## src/rtl/usbcfg_pkg.sv

```systemverilog
package usbcfg_pkg;
    localparam int DATA_W = 32;
    localparam int N_SRC  = 2;

    localparam logic [7:0] OFS_FILTER = 8'h30;
    localparam logic [7:0] OFS_PORT   = 8'h34;
    localparam logic [7:0] OFS_FRAME  = 8'h38;
    localparam logic [7:0] OFS_ENDIAN = 8'h40;
    localparam logic [7:0] OFS_COHER  = 8'h44;
    localparam logic [7:0] OFS_BME    = 8'h48;
    localparam logic [7:0] OFS_ERRCTL = 8'h60;
    localparam logic [7:0] OFS_STATUS = 8'h64;
    localparam logic [7:0] OFS_MASK   = 8'h68;
    localparam logic [7:0] OFS_UNMASK = 8'h6C;
    localparam logic [7:0] OFS_DOMASK = 8'h70;

    typedef enum logic [0:0] {
        ST_IDLE   = 1'b0,
        ST_ACCESS = 1'b1
    } phase_t;

    typedef struct packed {
        logic [3:0] bypass;
        logic [4:0] straps;
        logic [5:0] fadj;
        logic       endian;
        logic       coher;
        logic       bme;
        logic       errresp;
    } cfg_t;
endpackage

```

## src/rtl/usbcfg_apb_fsm.sv

```systemverilog
module usbcfg_apb_fsm
    import usbcfg_pkg::*;
(
    input  logic clk,
    input  logic rst_n,
    input  logic psel,
    input  logic penable,
    output logic pready,
    output logic commit
);
    phase_t state_q, state_d;

    always_ff @(posedge clk or negedge rst_n) begin
        if (!rst_n) state_q <= ST_IDLE;
        else        state_q <= state_d;
    end

    always_comb begin
        state_d = state_q;
        unique case (state_q)
            ST_IDLE:   if (psel && !penable) state_d = ST_ACCESS;
            ST_ACCESS: state_d = ST_IDLE;
            default:   state_d = ST_IDLE;
        endcase
    end

    always_comb begin
        pready = 1'b0;
        commit = 1'b0;
        unique case (state_q)
            ST_IDLE:   ;
            ST_ACCESS: begin
                pready = 1'b1;
                commit = psel && penable;
            end
            default:   ;
        endcase
    end
endmodule

```

## src/rtl/usbcfg_cfg_regs.sv

```systemverilog
module usbcfg_cfg_regs
    import usbcfg_pkg::*;
#(
    parameter int ADDR_W = 12
) (
    input  logic              clk,
    input  logic              rst_n,
    input  logic              commit,
    input  logic              pwrite,
    input  logic [ADDR_W-1:0] paddr,
    input  logic [DATA_W-1:0] pwdata,
    input  logic [N_SRC-1:0]  status,
    input  logic [N_SRC-1:0]  mask,
    output logic [DATA_W-1:0] rdata,
    output logic              bad,
    output logic              wr_w1c,
    output logic              wr_unmask,
    output logic              wr_domask,
    output cfg_t              cfg
);
    localparam int HI_W = ADDR_W - 8;

    logic [7:0] ofs;
    logic       in_win;
    logic       hit;
    logic       wr_ok;

    assign ofs    = paddr[7:0];
    assign in_win = (paddr[ADDR_W-1:8] == {HI_W{1'b0}});

    always_comb begin
        unique case (ofs)
            OFS_FILTER, OFS_PORT, OFS_FRAME, OFS_ENDIAN, OFS_COHER, OFS_BME,
            OFS_ERRCTL, OFS_STATUS, OFS_MASK, OFS_UNMASK, OFS_DOMASK: hit = 1'b1;
            default: hit = 1'b0;
        endcase
    end

    assign bad   = !in_win || !hit || (paddr[1:0] != 2'b00);
    assign wr_ok = commit && pwrite && !bad;

    assign wr_w1c    = wr_ok && (ofs == OFS_STATUS);
    assign wr_unmask = wr_ok && (ofs == OFS_UNMASK);
    assign wr_domask = wr_ok && (ofs == OFS_DOMASK);

    always_ff @(posedge clk or negedge rst_n) begin
        if (!rst_n) begin
            cfg <= '0;
        end else if (wr_ok) begin
            unique case (ofs)
                OFS_FILTER: cfg.bypass  <= pwdata[3:0];
                OFS_PORT:   cfg.straps  <= pwdata[4:0];
                OFS_FRAME:  cfg.fadj    <= pwdata[5:0];
                OFS_ENDIAN: cfg.endian  <= pwdata[0];
                OFS_COHER:  cfg.coher   <= pwdata[0];
                OFS_BME:    cfg.bme     <= pwdata[0];
                OFS_ERRCTL: cfg.errresp <= pwdata[0];
                default:    ;
            endcase
        end
    end

    always_comb begin
        rdata = '0;
        if (!bad) begin
            unique case (ofs)
                OFS_FILTER: rdata[3:0]       = cfg.bypass;
                OFS_PORT:   rdata[4:0]       = cfg.straps;
                OFS_FRAME:  rdata[5:0]       = cfg.fadj;
                OFS_ENDIAN: rdata[0]         = cfg.endian;
                OFS_COHER:  rdata[0]         = cfg.coher;
                OFS_BME:    rdata[0]         = cfg.bme;
                OFS_ERRCTL: rdata[0]         = cfg.errresp;
                OFS_STATUS: rdata[N_SRC-1:0] = status;
                OFS_MASK:   rdata[N_SRC-1:0] = mask;
                default:    rdata = '0;
            endcase
        end
    end

    logic unused_wdata;
    assign unused_wdata = ^pwdata[DATA_W-1:6];
endmodule

```

## src/rtl/usbcfg_irq_unit.sv

```systemverilog
module usbcfg_irq_unit
    import usbcfg_pkg::*;
(
    input  logic             clk,
    input  logic             rst_n,
    input  logic [N_SRC-1:0] set_i,
    input  logic             w1c_i,
    input  logic             unmask_i,
    input  logic             domask_i,
    input  logic [N_SRC-1:0] wdata_i,
    output logic [N_SRC-1:0] status_o,
    output logic [N_SRC-1:0] mask_o,
    output logic             irq_o
);
    for (genvar g = 0; g < N_SRC; g++) begin : g_src
        always_ff @(posedge clk or negedge rst_n) begin
            if (!rst_n)                      status_o[g] <= 1'b0;
            else if (set_i[g])               status_o[g] <= 1'b1;
            else if (w1c_i && wdata_i[g])    status_o[g] <= 1'b0;
        end

        always_ff @(posedge clk or negedge rst_n) begin
            if (!rst_n)                      mask_o[g] <= 1'b1;
            else if (unmask_i && wdata_i[g]) mask_o[g] <= 1'b0;
            else if (domask_i && wdata_i[g]) mask_o[g] <= 1'b1;
        end
    end

    assign irq_o = |(status_o & ~mask_o);
endmodule

```

## src/rtl/usbcfg_regbank.sv

```systemverilog
module usbcfg_regbank
    import usbcfg_pkg::*;
#(
    parameter int ADDR_W = 12
) (
    input  logic              clk,
    input  logic              rst_n,
    input  logic              psel,
    input  logic              penable,
    input  logic              pwrite,
    input  logic [ADDR_W-1:0] paddr,
    input  logic [31:0]       pwdata,
    output logic [31:0]       prdata,
    output logic              pready,
    output logic              pslverr,
    input  logic              host_err_i,
    output logic [3:0]        flt_bypass_o,
    output logic [4:0]        port_straps_o,
    output logic [5:0]        frame_adj_o,
    output logic              big_endian_o,
    output logic              coherent_o,
    output logic              bus_master_o,
    output logic              irq_o
);
    logic             commit;
    logic             bad;
    logic             wr_w1c, wr_unmask, wr_domask;
    logic [N_SRC-1:0] status, mask, set_vec;
    cfg_t             cfg;

    usbcfg_apb_fsm u_fsm (
        .clk     (clk),
        .rst_n   (rst_n),
        .psel    (psel),
        .penable (penable),
        .pready  (pready),
        .commit  (commit)
    );

    usbcfg_cfg_regs #(.ADDR_W(ADDR_W)) u_regs (
        .clk       (clk),
        .rst_n     (rst_n),
        .commit    (commit),
        .pwrite    (pwrite),
        .paddr     (paddr),
        .pwdata    (pwdata),
        .status    (status),
        .mask      (mask),
        .rdata     (prdata),
        .bad       (bad),
        .wr_w1c    (wr_w1c),
        .wr_unmask (wr_unmask),
        .wr_domask (wr_domask),
        .cfg       (cfg)
    );

    assign set_vec = {host_err_i, commit && bad};

    usbcfg_irq_unit u_irq (
        .clk      (clk),
        .rst_n    (rst_n),
        .set_i    (set_vec),
        .w1c_i    (wr_w1c),
        .unmask_i (wr_unmask),
        .domask_i (wr_domask),
        .wdata_i  (pwdata[N_SRC-1:0]),
        .status_o (status),
        .mask_o   (mask),
        .irq_o    (irq_o)
    );

    assign pslverr       = pready && bad && cfg.errresp;
    assign flt_bypass_o  = cfg.bypass;
    assign port_straps_o = cfg.straps;
    assign frame_adj_o   = cfg.fadj;
    assign big_endian_o  = cfg.endian;
    assign coherent_o    = cfg.coher;
    assign bus_master_o  = cfg.bme;
endmodule

```

## config.mk

```make
export PLATFORM = sky130hd
export DESIGN_NAME = usbcfg_regbank
export DESIGN_NICKNAME = d
export VERILOG_FILES = /design/src/rtl/usbcfg_pkg.sv /design/src/rtl/usbcfg_apb_fsm.sv /design/src/rtl/usbcfg_cfg_regs.sv /design/src/rtl/usbcfg_irq_unit.sv /design/src/rtl/usbcfg_regbank.sv
export SDC_FILE = /design/constraint.sdc
export NUM_CORES = 1
export LEC_CHECK = 0
export BUFFER_PORTS_ARGS = -buffer_cell sky130_fd_sc_hd__buf_2
export CORE_MARGIN = 2
export CORE_UTILIZATION = 45
export DETAILED_ROUTE_END_ITERATION = 12
export GPL_ROUTABILITY_DRIVEN = 0
export GPL_TIMING_DRIVEN = 0
export PLACE_DENSITY_LB_ADDON = 0.25
export SETUP_SLACK_MARGIN = 0.2
export SYNTH_ARGS = -nofsm -noshare
export SYNTH_HDL_FRONTEND = slang
export SYNTH_HIERARCHICAL = 1
export SYNTH_SLANG_ARGS = --single-unit
```

## constraint.sdc

```tcl
create_clock -name clk -period 2.9 [get_ports clk]
set_clock_uncertainty 0.2 [all_clocks]
set_input_delay 0.29 -clock clk [delete_from_list [all_inputs] [get_ports clk]]
set_output_delay 0.29 -clock clk [all_outputs]
set_load 0.02 [all_outputs]
```

==> out/results.txt, run 1 <==
Root Buffer - clkbuf_8
Final min period - 2.400 ns
Syn Area/Cell - 10.47 sq um
Reg-to-reg endpoint - u_irq/status_o[0]
Cells after Synth - 159
Setup TNS - 0 ns
Vias per std cell - 4.837
Initial drt markers - 82
Fin Hold WS - 0.003739 ns
Worst hold path class - in2reg
Final setup vio count - 0
Post_cts resized - 0
CTS sink count - 24
Pleak - 1.181 nW
Crit-path max FO - 10
Clk buf depth - 2
Die Span Y - 64.81 um
Final Cycle Share - 82.76%
Drt pass-1 iters - 4
Slew HR - 46.72%
WHS Path Cells - 2
Clock buffer count from CTS - 3
Post-DP HPWL - 2.915 mm
Reg-to-Reg Start - u_fsm/state_q
Aggregate global routing overflow - 0
Total Power - 0.6664 mW
# IOs - 103
HP Start - host_err_i
Most common cell after layout, fill and taps aside - buf_2
Worst slew pin tran - 0.7971 ns
Async set or reset register ratio after synthesis - 100.0%
Synth area leaders - dfrtp_1 (33%), buf_4 (12%), mux2_4 (9.9%), mux2_1 (5.4%), dfstp_2 (3.2%)
Post-synthesis sequential area ratio - 36.24%
Fill cells - 340
CORE AREA - 3606 sq um
Worst-Skew Late Latency - 0.26 ns
Post-route ant nets - 0
Area Growth Syn to Fin - 28.20%
Vias in the first global route - 1327
Min-Delay Endpoint - u_irq/status_o[1]
Final Core Density - 59.16%
Post-synth top area share - 33.08%
Final Hold Fails - 0
Layout cells sized above 1 - 43.75%
PD cells - 312.4 nW/um^2
Post-synth top area cell - dfrtp_1
Via count - 1393
Unique masters post-synth - 44
CP arrival - 1.91 ns
Initial antenna violation count - 0
Setup crit start kind - primary input
Number of synthesized register bits - 24
FMAX - 416.6 MHz
Worst Setup End Kind - output port
Critical path type - in2out
Most frequent cells in the layout - buf_2 (50), buf_4 (27), conb_1 (26), dfrtp_1 (22)
Critical Path RT - 2.41 ns
Initial Util - 46.15%
CTS H-tree depth - 1
First-pass GRT wire length - 6.092 mm
Synth Flop Type - dfrtp_1
# diodes - 0
Reg2Reg Depth - 7
Port bufs - 50
Flop2flop setup slack - 0.96 ns
Routed WL - 3.699 mm
Max VDD drop - 308.5 uV
Status - complete, no violations
MaxCap Viol Count - 0
RSZ-0062 raised after global routing - false
Die width - 64.81 um
Total GRT Usage - 18.33%
DRC viols - 0
EDFF count, synth - 0
Yosys synthesis warning count - 6
Mapped Area - 1664 sq um
Largest net degree at the start of global routing - 25
Row cnt - 22
Worst-path clk slew - 0.08 ns
CTS tree - built
Die area - 4200 sq um
WL per Instance - 12.84 um
Max-slew violations - 0
# nets final - 291
cells in the mapped netlist (2+ instances only):
cell type	number
mux2i_1	4
a22oi_1	3
nor2_1	9
mux2_1	8
nand4_1	2
a21oi_1	9
mux2_4	11
nor4b_2	2
o2bb2ai_1	2
nand2_4	2
dfstp_2	2
a21o_1	2
and3_1	2
nor3_1	6
inv_1	4
dfrtp_1	22
buf_4	27
buf_6	2
a32o_1	3
nand3_1	2
nor2b_1	2
nand2_1	11
area by class of cell:
class,instances,area [sq um],share of cell area [%]
sequential,24,603.1,28.27
clock buffer,4,45.04,2.111
multi-input combinational,126,910.9,42.70
tap,48,60.06,2.815
timing repair buffer,52,270.3,12.67
buffer,30,229.0,10.73
inverter,4,15.01,0.7038
timing repair:
action | 4_1_cts | 5_1_grt
buffers inserted | 0 | 0
hold buffers | 2 | 0
hold endpoints to repair | 23 | 0
state kept, by name, indices dropped and copies added (netlist names):
| signal | count |
|---|---|
| u_fsm/state_q | 1 |
| u_irq/mask_o | 2 |
| u_irq/status_o | 2 |
| u_regs/cfg | 19 |
worst max path at each step:
stage | cells past startpoint | startpoint | slack (ns) | to
final | 7 | paddr[6] | 0.50 | prdata[0]
after global routing | 6 | paddr[1] | 0.39 | prdata[1]
after CTS | 6 | paddr[1] | 0.51 | prdata[1]
after detailed placement | 6 | paddr[1] | 0.51 | prdata[1]
after global placement | 6 | paddr[1] | 0.51 | prdata[1]
after floorplan | 4 | paddr[11] | 0.72 | prdata[4]
cells by family (layout without fill, tap and decap cells):
family	count (synthesis)	count (layout)	synth area share [%]
and+or+nand+nor	52	52	20.60
buffers and inverters	34	90	14.66
AOI/OAI and AO/OA	25	25	10.53
DFF	24	24	36.24
muxes	23	23	17.74
other	1	26	0.2253
where the power goes:
part | internal (mW) | switching, mW | leakage, nW
sequential | 0.337 | 0.00195 | 0.317
clock | 0.0980 | 0.0992 | 0.0228
combinational | 0.0534 | 0.0772 | 0.841
per-layer routing:
layer	share of wire [%]	global-route usage, %	vias to the layer above
li1	-	-	687
met4	0.73	6.117	0
met5	0	0	-
met3	6.4	2.083	4
met2	48	30.28	57
met1	45	25.00	645
critical path, cell delays in order:
cell,delay (ns)
buf_2,0.08
clkbuf_1,0.27
or4bb_1,0.63
nor2_1,0.14
a32oi_1,0.06
a21oi_1,0.23
buf_2,0.20
metrics by stage:
stage / cell area, sq um / cells / worst slack, ns
2_1_floorplan: 1758 / 184 / 0.7224
3_3_place_gp: 2068 / 282 / 0.5071
3_5_place_dp: 2068 / 282 / 0.5078
4_1_cts: 2133 / 288 / 0.5055
5_1_grt: 2133 / 288 / 0.3941
6_report: 2133 / 288 / 0.4999
Note: power is estimated with default switching activity, not from simulation.
==> inputs of run 2 (changes only) <==
--- a/config.mk
+++ b/config.mk
@@ -7,7 +7,7 @@
 export LEC_CHECK = 0
 export BUFFER_PORTS_ARGS = -buffer_cell sky130_fd_sc_hd__buf_2
 export CORE_MARGIN = 2
-export CORE_UTILIZATION = 45
+export CORE_UTILIZATION = 39
 export DETAILED_ROUTE_END_ITERATION = 12
 export GPL_ROUTABILITY_DRIVEN = 0
 export GPL_TIMING_DRIVEN = 0
==> constraint.sdc (replaced) <==
create_clock -name clk -period 2.17 [get_ports clk]
set_clock_uncertainty 0.2 [all_clocks]
set_input_delay 0.217 -clock clk [delete_from_list [all_inputs] [get_ports clk]]
set_output_delay 0.217 -clock clk [all_outputs]
set_load 0.02 [all_outputs]
==> out/results.txt, run 2 (synthesized netlist as in run 1, its figures left out) <==
CTS tree - built
Switch share - 26.82% (+0.057 points)
# IOs - 103 (unchanged)
Crit path max-delay cell type - or4_4
MaxCap Viol Count - 0 (unchanged)
Internal power - 0.6961 mW (+43%)
Worst hold path class - in2reg
Sequential Power Share - 47.6% (-3.2 points)
Gr busiest metal - met2
Die width - 69.32 um (+7.0%)
Clock Power Share - 31.4% (+1.8 points)
FMAX - 505.6 MHz
Post-DP HPWL - 3.071 mm (+5.4%)
Total GRT Usage - 17.09% (-1.2 points)
CTS H-tree depth - 1 (unchanged)
Max VDD drop - 290.6 uV (-5.8%)
Largest registers in the final layout - u_regs/cfg: 19 flops, u_irq/mask_o: 2 flops, u_irq/status_o: 2 flops
PD cells - 396.8 nW/um^2 (+27%)
Post-route ant nets - 0 (unchanged)
Clk buf depth - 2 (unchanged)
Pleak - 1.318 nW (+12%)
CORE AREA - 4058 sq um (+13%)
Worst-path clk slew - 0.08 ns (about the same)
Routed WL - 4.171 mm (+13%)
Worst Setup End Kind - output port
Clock buffer count from CTS - 3 (unchanged)
# diodes - 0 (unchanged)
Final min period - 1.978 ns
Biggest register - u_regs/cfg
Status - complete, no violations
First-pass GRT wire length - 6.762 mm (+11%)
Vias per std cell - 4.950 (+2.3%)
Die Span Y - 69.32 um (+7.0%)
Largest net degree at the start of global routing - 25 (unchanged)
Most frequent cells in the layout - buf_2 (43), buf_4 (40), conb_1 (26), dfrtp_1 (22), mux2_4 (15)
Die area - 4805 sq um (+14%)
Layout cells sized above 1 - 51.98% (+8.2 points)
Worst slew pin tran - 0.5322 ns (-0.2649 ns)
Drt pass-1 iters - 4 (unchanged)
Vias in the first global route - 1351 (+1.8%)
Max-slew violations - 0 (unchanged)
Most common cell after layout, fill and taps aside - buf_2
P_sw - 0.2552 mW (+43%)
Root Buffer - clkbuf_8
Crit-path cells - buf_6, or4_4, nor2_4, nand4_1, nor2_1, buf_4
Initial antenna violation count - 0 (unchanged)
Final Hold Fails - 0 (unchanged)
Final instance area - 2397 sq um (+12%)
Max reg flops - 19 (unchanged)
Initial drt markers - 81 (-1.2%)
RSZ-0062 raised after global routing - true
Via count - 1495 (+7.3%)
Crit-path max cell delay - 0.59 ns (-0.04 ns)
Comb pwr share - 21.1% (+1.5 points)
Dpl cell area - 2090 sq um (+1.0%)
Setup TNS - 0 ns (unchanged)
WL per Instance - 13.81 um (+7.5%)
Critical Path RT - 1.75 ns (-0.66 ns)
Worst-Skew Late Latency - 0.26 ns (about the same)
Port bufs - 50 (unchanged)
Area Growth Syn to Fin - 44.06%
Row cnt - 23 (+4.5%)
Crit-path max FO - 4 (-6)
CP arrival - 1.56 ns (-0.35 ns)
Final setup vio count - 0 (unchanged)
Critical path type - in2out
DRC viols - 0 (unchanged)
Slew HR - 64.52% (+18 points)
CTS sink count - 24 (unchanged)
Grt met3 use - 2.762% (+0.68 points)
# nets final - 303 (+4.1%)
Final Cycle Share - 91.14%
Setup crit start kind - primary input
GR Layer Usage met1 - 22.86% (-2.1 points)
Met2 usage - 29.38% (-0.90 points)
Aggregate global routing overflow - 0 (unchanged)
Initial Util - 41.01% (-5.1 points)
## run 2: cell count changes in the layout (fill, tap and decap cells not counted), sizes merged
cell	delta
buf	+8
dlygate4sd3	+4
## run 2: area by class of cell
| class | instances | area, sq um |
|---|---|---|
| multi-input combinational | 126 | 1033 |
| fill | 366 | 1660 |
| buffer | 30 | 232.7 |
| clock buffer | 4 | 55.05 |
| timing repair buffer | 64 | 395.4 |
| tap | 50 | 62.56 |
| inverter | 4 | 15.01 |
| sequential | 24 | 603.1 |
## run 2: layer usage
metal  up-vias  routed length [um]
met4         0                  24
li1        710                   -
met1       703                1780
met2        78                2027
met3         4                 338
met5         -                   0
## run 2: per-stage QoR
stage,power [mW],util (%),hold slack (ns),setup WS (ns),instances
6_report,0.9513,59.08,0.01492,0.1922,302
2_1_floorplan,0.5802,-,-0.2786,0.1384,184
5_1_grt,0.9950,59.08,0.01769,0.1384,302
4_1_cts,0.9470,56.92,0.01417,0.1742,300
3_3_place_gp,0.6307,51.50,0.01581,-0.09870,284
3_5_place_dp,0.6330,51.50,0.02686,-0.1792,284
## run 2: path summary, 6_finish.rpt
| path | start | end | slack (ns) | depth (start not counted) |
|---|---|---|---|---|
| setup / recovery | paddr[8] | prdata[3] | 0.19 | 6 |
| hold / removal | pwdata[3] | u_regs/cfg[7] | 0.01 | 2 |
| setup reg to reg | u_fsm/state_q | u_irq/mask_o[0] | 0.32 | 6 |
| hold reg to reg | u_fsm/state_q | u_fsm/state_q | 0.30 | 1 |
| max in group asynchronous | rst_n | u_irq/mask_o[0] | 1.14 | 2 |
| min in group asynchronous | rst_n | u_irq/status_o[1] | 0.26 | 2 |
## run 2: worst max-delay path, delay by kind of cell
kind	cells	cell delay [ns]
buffers and inverters	2	0.25
and+or+nand+nor	4	1.09
## run 2: power by group through the flow
stage                     Clock (mW)  Sequential [mW]  Combinational (mW)
final                          0.298            0.452               0.201
after global routing           0.326            0.453               0.216
after CTS                      0.303            0.452               0.192
after detailed placement           0            0.461               0.172
after global placement             0            0.461               0.170
after floorplan                    0            0.462               0.118
## run 2: timing repair
action	in CTS	in global routing
setup endpoints to repair	11	10
cloned	0	0
hold endpoints to repair	27	0
gates resized for setup	13	16
setup buffers	6	2
pin swaps	5	10
hold buffers	6	0
